### config.mk
export PLATFORM = sky130hd
export DESIGN_NAME = i2c_scl_gen
export DESIGN_NICKNAME = d
export VERILOG_FILES = /design/src/rtl/i2c_scl_pkg.sv /design/src/rtl/scl_cfg_hold.sv /design/src/rtl/scl_tick_gen.sv /design/src/rtl/scl_line_sync.sv /design/src/rtl/scl_phase_ctl.sv /design/src/rtl/i2c_scl_gen.sv
export SDC_FILE = /design/constraint.sdc
export NUM_CORES = 1
export LEC_CHECK = 0
export BUFFER_PORTS_ARGS = -buffer_cell sky130_fd_sc_hd__buf_4
export CORE_MARGIN = 4
export CORE_UTILIZATION = 45
export CTS_CLUSTER_SIZE = 12
export DETAILED_ROUTE_END_ITERATION = 8
export GPL_TIMING_DRIVEN = 0
export HOLD_SLACK_MARGIN = 0.02
export PLACE_DENSITY = 0.75
export SYNTH_ARGS = -nofsm -noshare
export SYNTH_HDL_FRONTEND = slang
export SYNTH_SLANG_ARGS = --single-unit
### constraint.sdc
create_clock -name clk -period 4.87 [get_ports clk]
set_clock_uncertainty 0.15 [all_clocks]
set_input_delay 0 -clock clk [delete_from_list [all_inputs] [get_ports clk]]
set_output_delay 0 -clock clk [all_outputs]
set_load 0.005 [all_outputs]
### src/rtl/i2c_scl_pkg.sv
package i2c_scl_pkg;

  typedef enum logic [1:0] {
    PH_IDLE = 2'd0,
    PH_LOW  = 2'd1,
    PH_WAIT = 2'd2,
    PH_HIGH = 2'd3
  } scl_phase_e;

  // Fixed extra ticks per half period, chosen by the prescaler value
  function automatic logic [2:0] delay_term(input logic is_zero, input logic is_one);
    if (is_zero)     delay_term = 3'd7;
    else if (is_one) delay_term = 3'd6;
    else             delay_term = 3'd5;
  endfunction

endpackage

### src/rtl/scl_cfg_hold.sv
module scl_cfg_hold
  import i2c_scl_pkg::*;
#(
  parameter int PSC_W = 8,
  parameter int CNT_W = 16,
  localparam int LEN_W = CNT_W + 1
) (
  input  logic             clk,
  input  logic             rst_n,
  input  logic             run,
  input  logic [PSC_W-1:0] psc,
  input  logic [CNT_W-1:0] low_cnt,
  input  logic [CNT_W-1:0] high_cnt,
  output logic [PSC_W-1:0] cfg_psc,
  output logic [LEN_W-1:0] cfg_low_len,
  output logic [LEN_W-1:0] cfg_high_len,
  output logic [LEN_W-1:0] cfg_half_len
);

  logic [2:0]       dly;
  logic [CNT_W-1:0] low_eff, high_eff;
  logic [LEN_W-1:0] low_len_d, high_len_d;
  logic             load_en;

  // Lengths, with the delay term, are computed here so the counters compare against a register
  always_comb begin
    dly        = delay_term(psc == '0, psc == PSC_W'(1));
    low_eff    = (low_cnt  == '0) ? CNT_W'(1) : low_cnt;
    high_eff   = (high_cnt == '0) ? CNT_W'(1) : high_cnt;
    low_len_d  = {1'b0, low_eff}  + LEN_W'(dly);
    high_len_d = {1'b0, high_eff} + LEN_W'(dly);
    load_en    = ~run;
  end

  always_ff @(posedge clk or negedge rst_n) begin
    if (!rst_n) begin
      cfg_psc      <= '0;
      cfg_low_len  <= LEN_W'(8);
      cfg_high_len <= LEN_W'(8);
      cfg_half_len <= LEN_W'(4);
    end else if (load_en) begin
      cfg_psc      <= psc;
      cfg_low_len  <= low_len_d;
      cfg_high_len <= high_len_d;
      cfg_half_len <= high_len_d >> 1;
    end
  end

endmodule

### src/rtl/scl_tick_gen.sv
module scl_tick_gen #(
  parameter int PSC_W = 8
) (
  input  logic             clk,
  input  logic             rst_n,
  input  logic             run,
  input  logic             restart,
  input  logic [PSC_W-1:0] limit,
  output logic             tick
);

  logic [PSC_W-1:0] pc_q, pc_d;

  always_comb begin
    tick = run & (pc_q == limit);
    if (!run || restart || tick) pc_d = '0;
    else                         pc_d = pc_q + PSC_W'(1);
  end

  always_ff @(posedge clk or negedge rst_n) begin
    if (!rst_n) pc_q <= '0;
    else        pc_q <= pc_d;
  end

endmodule

### src/rtl/scl_line_sync.sv
module scl_line_sync #(
  parameter int STAGES = 2
) (
  input  logic clk,
  input  logic rst_n,
  input  logic din,
  output logic dout
);

  logic [STAGES-1:0] stage_q;

  generate
    for (genvar i = 0; i < STAGES; i++) begin : g_stage
      if (i == 0) begin : g_first
        always_ff @(posedge clk or negedge rst_n) begin
          if (!rst_n) stage_q[i] <= 1'b1;
          else        stage_q[i] <= din;
        end
      end else begin : g_next
        always_ff @(posedge clk or negedge rst_n) begin
          if (!rst_n) stage_q[i] <= 1'b1;
          else        stage_q[i] <= stage_q[i-1];
        end
      end
    end
  endgenerate

  assign dout = stage_q[STAGES-1];

endmodule

### src/rtl/scl_phase_ctl.sv
module scl_phase_ctl
  import i2c_scl_pkg::*;
#(
  parameter int LEN_W = 17
) (
  input  logic             clk,
  input  logic             rst_n,
  input  logic             run,
  input  logic             tick,
  input  logic             scl_hi,
  input  logic [LEN_W-1:0] low_len,
  input  logic [LEN_W-1:0] high_len,
  input  logic [LEN_W-1:0] half_len,
  output scl_phase_e       phase,
  output logic             restart,
  output logic             drive_low,
  output logic             strb_sample,
  output logic             strb_change
);

  scl_phase_e       phase_q, phase_d;
  logic [LEN_W-1:0] cnt_q, cnt_d;
  logic             sample_d, change_d;
  logic             low_last, high_last, high_mid;

  always_comb begin
    low_last  = (cnt_q == low_len  - LEN_W'(1));
    high_last = (cnt_q == high_len - LEN_W'(1));
    high_mid  = (cnt_q == half_len - LEN_W'(1));
    phase_d   = phase_q;
    cnt_d     = cnt_q;
    restart   = 1'b0;
    sample_d  = 1'b0;
    change_d  = 1'b0;
    if (!run) begin
      phase_d = PH_IDLE;
      cnt_d   = '0;
    end else begin
      unique case (phase_q)
        PH_IDLE: begin
          phase_d  = PH_LOW;
          cnt_d    = '0;
          restart  = 1'b1;
          change_d = 1'b1;
        end
        PH_LOW: begin
          if (tick) begin
            if (low_last) begin
              phase_d = PH_WAIT;
              cnt_d   = '0;
            end else begin
              cnt_d = cnt_q + LEN_W'(1);
            end
          end
        end
        PH_WAIT: begin
          if (scl_hi) begin
            phase_d = PH_HIGH;
            cnt_d   = '0;
            restart = 1'b1;
          end
        end
        PH_HIGH: begin
          if (tick) begin
            sample_d = high_mid;
            if (high_last) begin
              phase_d  = PH_LOW;
              cnt_d    = '0;
              restart  = 1'b1;
              change_d = 1'b1;
            end else begin
              cnt_d = cnt_q + LEN_W'(1);
            end
          end
        end
        default: phase_d = PH_IDLE;
      endcase
    end
  end

  always_ff @(posedge clk or negedge rst_n) begin
    if (!rst_n) begin
      phase_q     <= PH_IDLE;
      cnt_q       <= '0;
      strb_sample <= 1'b0;
      strb_change <= 1'b0;
    end else begin
      phase_q     <= phase_d;
      cnt_q       <= cnt_d;
      strb_sample <= sample_d;
      strb_change <= change_d;
    end
  end

  assign phase     = phase_q;
  assign drive_low = (phase_q == PH_LOW);

endmodule

### src/rtl/i2c_scl_gen.sv
module i2c_scl_gen
  import i2c_scl_pkg::*;
#(
  parameter int PSC_W       = 8,
  parameter int CNT_W       = 16,
  parameter int SYNC_STAGES = 2
) (
  input  logic             clk,
  input  logic             rst_n,
  input  logic             run,
  input  logic [PSC_W-1:0] psc,
  input  logic [CNT_W-1:0] low_cnt,
  input  logic [CNT_W-1:0] high_cnt,
  input  logic             scl_in,
  output logic             scl_drive_low,
  output logic             strb_sample,
  output logic             strb_change
);

  localparam int LEN_W = CNT_W + 1;

  logic [1:0]       rst_pipe;
  logic             rst_i_n;
  logic [PSC_W-1:0] cfg_psc;
  logic [LEN_W-1:0] cfg_low_len, cfg_high_len, cfg_half_len;
  logic             tick, restart, scl_hi;
  scl_phase_e       phase;

  // Asynchronous assertion, synchronous release
  always_ff @(posedge clk or negedge rst_n) begin
    if (!rst_n) rst_pipe <= 2'b00;
    else        rst_pipe <= {rst_pipe[0], 1'b1};
  end
  assign rst_i_n = rst_pipe[1];

  scl_cfg_hold #(.PSC_W(PSC_W), .CNT_W(CNT_W)) u_cfg (
    .clk(clk), .rst_n(rst_i_n), .run(run), .psc(psc),
    .low_cnt(low_cnt), .high_cnt(high_cnt),
    .cfg_psc(cfg_psc), .cfg_low_len(cfg_low_len),
    .cfg_high_len(cfg_high_len), .cfg_half_len(cfg_half_len)
  );

  scl_tick_gen #(.PSC_W(PSC_W)) u_tick (
    .clk(clk), .rst_n(rst_i_n), .run(run), .restart(restart),
    .limit(cfg_psc), .tick(tick)
  );

  scl_line_sync #(.STAGES(SYNC_STAGES)) u_sync (
    .clk(clk), .rst_n(rst_i_n), .din(scl_in), .dout(scl_hi)
  );

  scl_phase_ctl #(.LEN_W(LEN_W)) u_phase (
    .clk(clk), .rst_n(rst_i_n), .run(run), .tick(tick), .scl_hi(scl_hi),
    .low_len(cfg_low_len), .high_len(cfg_high_len), .half_len(cfg_half_len),
    .phase(phase), .restart(restart), .drive_low(scl_drive_low),
    .strb_sample(strb_sample), .strb_change(strb_change)
  );

endmodule

Yosys cells after proc, flatten, opt, wreduce, memory -nomap -nowiden
Index checks and enable logic that the tools add are counted.

Bits in registers: 91. Logic and storage cells: 71.

Add/sub/neg operators: 7. Eq/ne operators: 13. Mux-type cells: 29. Bitwise operators: 1. Reductions and logical operators: 9.

Operators by type and width (number): $mux 17 (6); $pmux 17 s4 (1); $eq 17x17->1 (3); $add 16x3->17 (2); $sub 17x1->17 const B (2); $logic_not 16->1 (2); $mux 16 (2); $add 17x1->17 const B (1); $sub 16x1->17 const B (1); $mux 2 (8); $ne 3x2->1 const B (4); $add 8x1->8 const B (1); $eq 8x1->1 const B (1); $eq 8x8->1 (1); $logic_not 8->1 (1); $mux 1 (8); $mux 8 (1); $pmux 2 s4 (1); $reduce_and 5->1 (1); $eq 2x2->1 const B (2); $ne 3x3->1 const B (1); $pmux 1 s3 (1); $reduce_and 3->1 (1); $eq 2x1->1 const B (1); other kinds (5) (6).

Logic depth before layout (Yosys ltp)
Depth after elaboration: 9. Gate-level depth with buffers: 11. Depth with buffers taken out: 11.

Modules after synthesis
Synthesis repeated with hierarchy kept, for this count alone.

Cell total of the unflattened synthesis: 700. Area total of the unflattened synthesis: 6155.9 µm².

Modules (own cells, without submodules): scl_phase_ctl (times used 1, cells each 398, area each 3119.2 µm²); scl_cfg_hold (times used 1, cells each 250, area each 2409.8 µm²); scl_tick_gen (times used 1, cells each 47, area each 520.5 µm²); i2c_scl_gen (times used 1, cells each 3, area each 53.8 µm²); scl_line_sync (times used 1, cells each 2, area each 52.6 µm²).

Worst setup path after synthesis
OpenSTA, ideal clock, no wires.

Path type: in2reg. Start point: input psc[6]. End point: register u_cfg.cfg_high_len[12]. Library setup time: 0.133 ns. Arrival: 2.955 ns. Setup slack: 1.632 ns. Stages: 11. Cells stage by stage: or4_1 nor4_1 nand2_1 ha_1 fa_1 o21ai_0 nor2_1 and2_1 nand2_1 xor2_1 o21ai_0.

Word-level cells in the longest chain between the ends: 4.

RTL lines: start, declared (RTL line i2c_scl_gen.sv:11) `input logic [PSC_W-1:0] psc,`; $eq 8x1->1 (RTL line scl_cfg_hold.sv:27) `dly = delay_term(psc == '0, psc == PSC_W'(1));`; $mux 2 (RTL line i2c_scl_pkg.sv:13) `else if (is_one) delay_term = 3'd6;`; $mux 2 * (RTL line i2c_scl_pkg.sv:12) `if (is_zero) delay_term = 3'd7;`; $add 16x3->17 * (RTL line scl_cfg_hold.sv:31) `high_len_d = {1'b0, high_eff} + LEN_W'(dly);`; end signal, assigned (RTL line scl_cfg_hold.sv:44) `cfg_high_len <= high_len_d;`; end, declared (RTL line scl_cfg_hold.sv:16) `output logic [LEN_W-1:0] cfg_high_len,`.

Every way passes the cells marked *; elsewhere a longest branch is shown, timed or not. A chain may end at the register's enable or synchronous reset.

Worst setup path in the final report
Start point: input psc[6]. End point: register u_cfg.cfg_half_len[15].

Word-level cells in the longest chain between the ends: 4.

RTL lines: $eq 8x1->1 (RTL line scl_cfg_hold.sv:27); $mux 2 (RTL line i2c_scl_pkg.sv:13); $mux 2 * (RTL line i2c_scl_pkg.sv:12); $add 16x3->17 * (RTL line scl_cfg_hold.sv:31); end signal, assigned (RTL line scl_cfg_hold.sv:45) `cfg_half_len <= high_len_d >> 1;`; end, declared (RTL line scl_cfg_hold.sv:17) `output logic [LEN_W-1:0] cfg_half_len`.

Marks and branches as above.

==> metrics.txt <==
status=completed; CTS tree=built; Top Metal Used=met4; mux share of post-synthesis cell area=3.04%; initial antenna violation count=1; Area Growth Syn to Fin=25.3%; pin count of the biggest net entering global routing=39; hold-critical path endpoint=u_cfg.cfg_low_len[1]$_DFFE_PN0N_; CTS buffer count=9; Synth Area in XOR/XNOR=17.1%; Int Pwr=1.35 mW; Reg power frac=36.0%; Die Height=122 µm; Clk pwr share=around 34%; Max Cap Viol=0; Root Buffer Master=clkbuf_16; PwrDens=281 nW/µm²; final slew viol count=0; synthesized area=5800 µm²; crit-path max FO=5; CP required=4940 ps; post-synthesis sequential area ratio=32.4%; Reg2Reg Depth=11; Hold Vio Cnt, Final=0; CP max stage delay=between 600 and 700 ps; Multi-input gate area=3650 µm²; 1st-iter DRT viols=371; DP Wirelength=10100 µm; initial core utilization=46.0%; Pre-antenna DRT Iters=5; slew margin rel.=44.6%; yosys warns=0; period utilization=88.7%; fillcell total=1104; WL met3=662 µm; grt total ovfl=0; Chip Width=122 µm; cell taking the most area after synthesis=dfrtp_1; top-level I/O count=47; Syn Area/Cell=8.61 µm²; Synth top area share=between 30% and 40%; Clk Latency, worst-skew pair=350 ps; Hold Crit Depth=4; reg2reg end=u_phase.phase[1]$_DFFE_PN0P_; compound-cell area share of the yosys netlist=12.9%; startpoint types=primary input; HP Class=in2reg; GRT Resource Usage Total=21.0%; IO buf count=46; routed vias=5280; Reg clk slew, reported paths=70 ps; drt wl/cell=15.4 µm; Worst Tran Pin Value=between 800 and 900 ps; Antenna Nets Post-Route=0; # rows=41; most numerous cell in the Yosys netlist=nand2_1; Fmax=232 MHz; worst vdd ir=0.240 mV; die area=14800 µm²; crit path DAT=4390 ps; GP Congestion=0.890; leak pwr=2.95 nW; via/cell ratio=5.46; Placed Instances=893; vias in the first global route=~5200; Fin Hold WS=71.0 ps; met1 WL=6680 µm; simple-gate share of the synthesized area=26.3%; synthesized flop and latch total=75; layout cells sized above 1=15.9%; FF-to-FF setup slack=1730 ps; RSZ-0062 raised after global routing=false; number of synthesized flops with an enable pin=0; crit path cell chain=dlygate4sd3_1 > buf_4 > or4_1 > nor4_2 > nand2_1 > ha_1 > fa_1 > o21ai_0 > nor2_1 > and2_1 > nand4_1 > dlygate4sd3_1 > o21ai_0; Net Sw Frac=between 30% and 40%; critical setup path kind=in2reg; clk buf depth=2; FF-to-FF Start=u_cfg.cfg_high_len[2]$_DFFE_PN0N_; combinational fraction of design power=29.6%; Post-synth top flop=dfrtp_1; post-synth net total=733; top post-synthesis cells by area=dfrtp_1, xnor2_1, xor2_1; most frequent cells after synthesis=nand2_1, dfrtp_1, xnor2_1; Mapped Cells=674; CTS sink cnt=75; first-pass GRT wire length=25200 µm; Routed WL=between 10000 and 15000 µm; CORE AREA=12600 µm²; Async SR Flop Fraction=100%; slowest CP cell=nor4_2; Hold Path Origin=low_cnt[1]; Worst setup EP type=register; largest family of logic cells by synthesized area=simple AND/OR/NAND/NOR gates; Seq. cell area=approximately 1900 µm²; routed wl met2=7030 µm; TNS Setup=0 ps; Nets=848; DRC=0; # H-tree levels=3; Synth cell types=74; Post-Synth Adder-Cell Area=3.49%; Psw=0.698 mW; Post-Layout Cell Count=967; Final setup viols=0; fin crit period=between 4000 and 5000 ps
## worst max-delay path by stage
stage / startpoint / end / depth (start not counted)
5_1_grt: psc[6] / u_cfg.cfg_half_len[15]$_DFFE_PN0N_ / 13
6_report: psc[6] / u_cfg.cfg_half_len[15]$_DFFE_PN0N_ / 13
2_1_floorplan: psc[6] / u_cfg.cfg_high_len[12]$_DFFE_PN0N_ / 11
3_5_place_dp: psc[6] / u_cfg.cfg_high_len[12]$_DFFE_PN0N_ / 12
3_3_place_gp: psc[6] / u_cfg.cfg_high_len[12]$_DFFE_PN0N_ / 12
4_1_cts: psc[6] / u_cfg.cfg_half_len[15]$_DFFE_PN0N_ / 13
## layout by cell type, fill, tap and decap left out, types with 16 or more instances in the layout
cell | Yosys | routed
nor2_1 | 51 | 51
nor3_1 | 19 | 19
buf_4 | 1 | 47
nand4_1 | 16 | 16
dfrtp_1 | 71 | 70
nand2_1 | 97 | 97
o21ai_0 | 43 | 43
dlygate4sd3_1 | 0 | 57
nand3_1 | 24 | 24
xor2_1 | 54 | 54
clkbuf_1 | 31 | 31
xnor2_1 | 59 | 59
nor4_1 | 18 | 17
## sequential cells by signal (all words and copies together), names as in the netlist
signal               count
u_phase.strb_sample      1
u_phase.strb_change      1
u_cfg.cfg_low_len       17
u_tick.pc_q              8
rst_pipe                 2
u_phase.phase            2
u_cfg.cfg_high_len      16
u_phase.cnt_q           17
u_cfg.cfg_half_len       1
u_sync.dout              1
u_cfg.cfg_psc            8
u_sync.stage_q           1
## area by class of cell
type | instances | share of cell area [%]
timing repair buffer | 104 | 12.9
clock buffer | 9 | 3.10
inverter | 15 | 0.774
sequential | 75 | 25.9
buffer | 49 | 3.01
tap | 172 | 2.96
multi-input combinational | 535 | 50.2
antenna | 1 | 0.0344
clock inverter | 7 | 1.12
## routing by layer
metal	global-route usage, %	up-vias
met3	3.44	38
met1	27.4	2499
met4	9.03	0
li1	-	2584
met2	34.7	159
met5	0	-
## what timing repair did
action	in CTS	in global routing
buffers inserted	0	0
hold buffers	57	0
resized for setup	0	0
endpoints found under the hold margin	46	0
## through the flow
| step | total power, mW | area [µm²] | setup slack (ps) | util (%) |
|---|---|---|---|---|
| after detailed placement | 1.30 | 6390 | 668 | 50.6 |
| after global placement | 1.28 | 6360 | 671 | 50.4 |
| after CTS | 2.04 | 7270 | 63.3 | 57.6 |
| final | 2.04 | 7270 | 552 | 57.6 |
| after global routing | 2.14 | 7270 | 234 | 57.6 |
| after floorplan | 1.14 | 5800 | 1630 | - |
## worst max-delay path, delay by kind of cell
kind                       cells  cell delay, ps
AOI/OAI and AO/OA              2             590
adders and majority gates      2             700
buffers and inverters          3            1230
and+or+nand+nor                6            1870
## kinds of logic after synthesis
logic type	after synthesis
buffers and inverters	64
adders and majority gates	15
other	1
AOI/OAI and AO/OA	99
and+or+nand+nor	291
DFF	75
muxes	16
xor gates and xnor gates	113
## power by group through the flow
stage                     Sequential [mW]  Combinational [mW]  Clock [mW]
after global routing                0.745               0.662       0.737
final                               0.736               0.604       0.704
after global placement              0.749               0.534           0
after detailed placement            0.747               0.553           0
after floorplan                     0.735               0.401           0
after CTS                           0.735               0.595       0.712
Note: power is estimated with default switching activity, not from simulation.
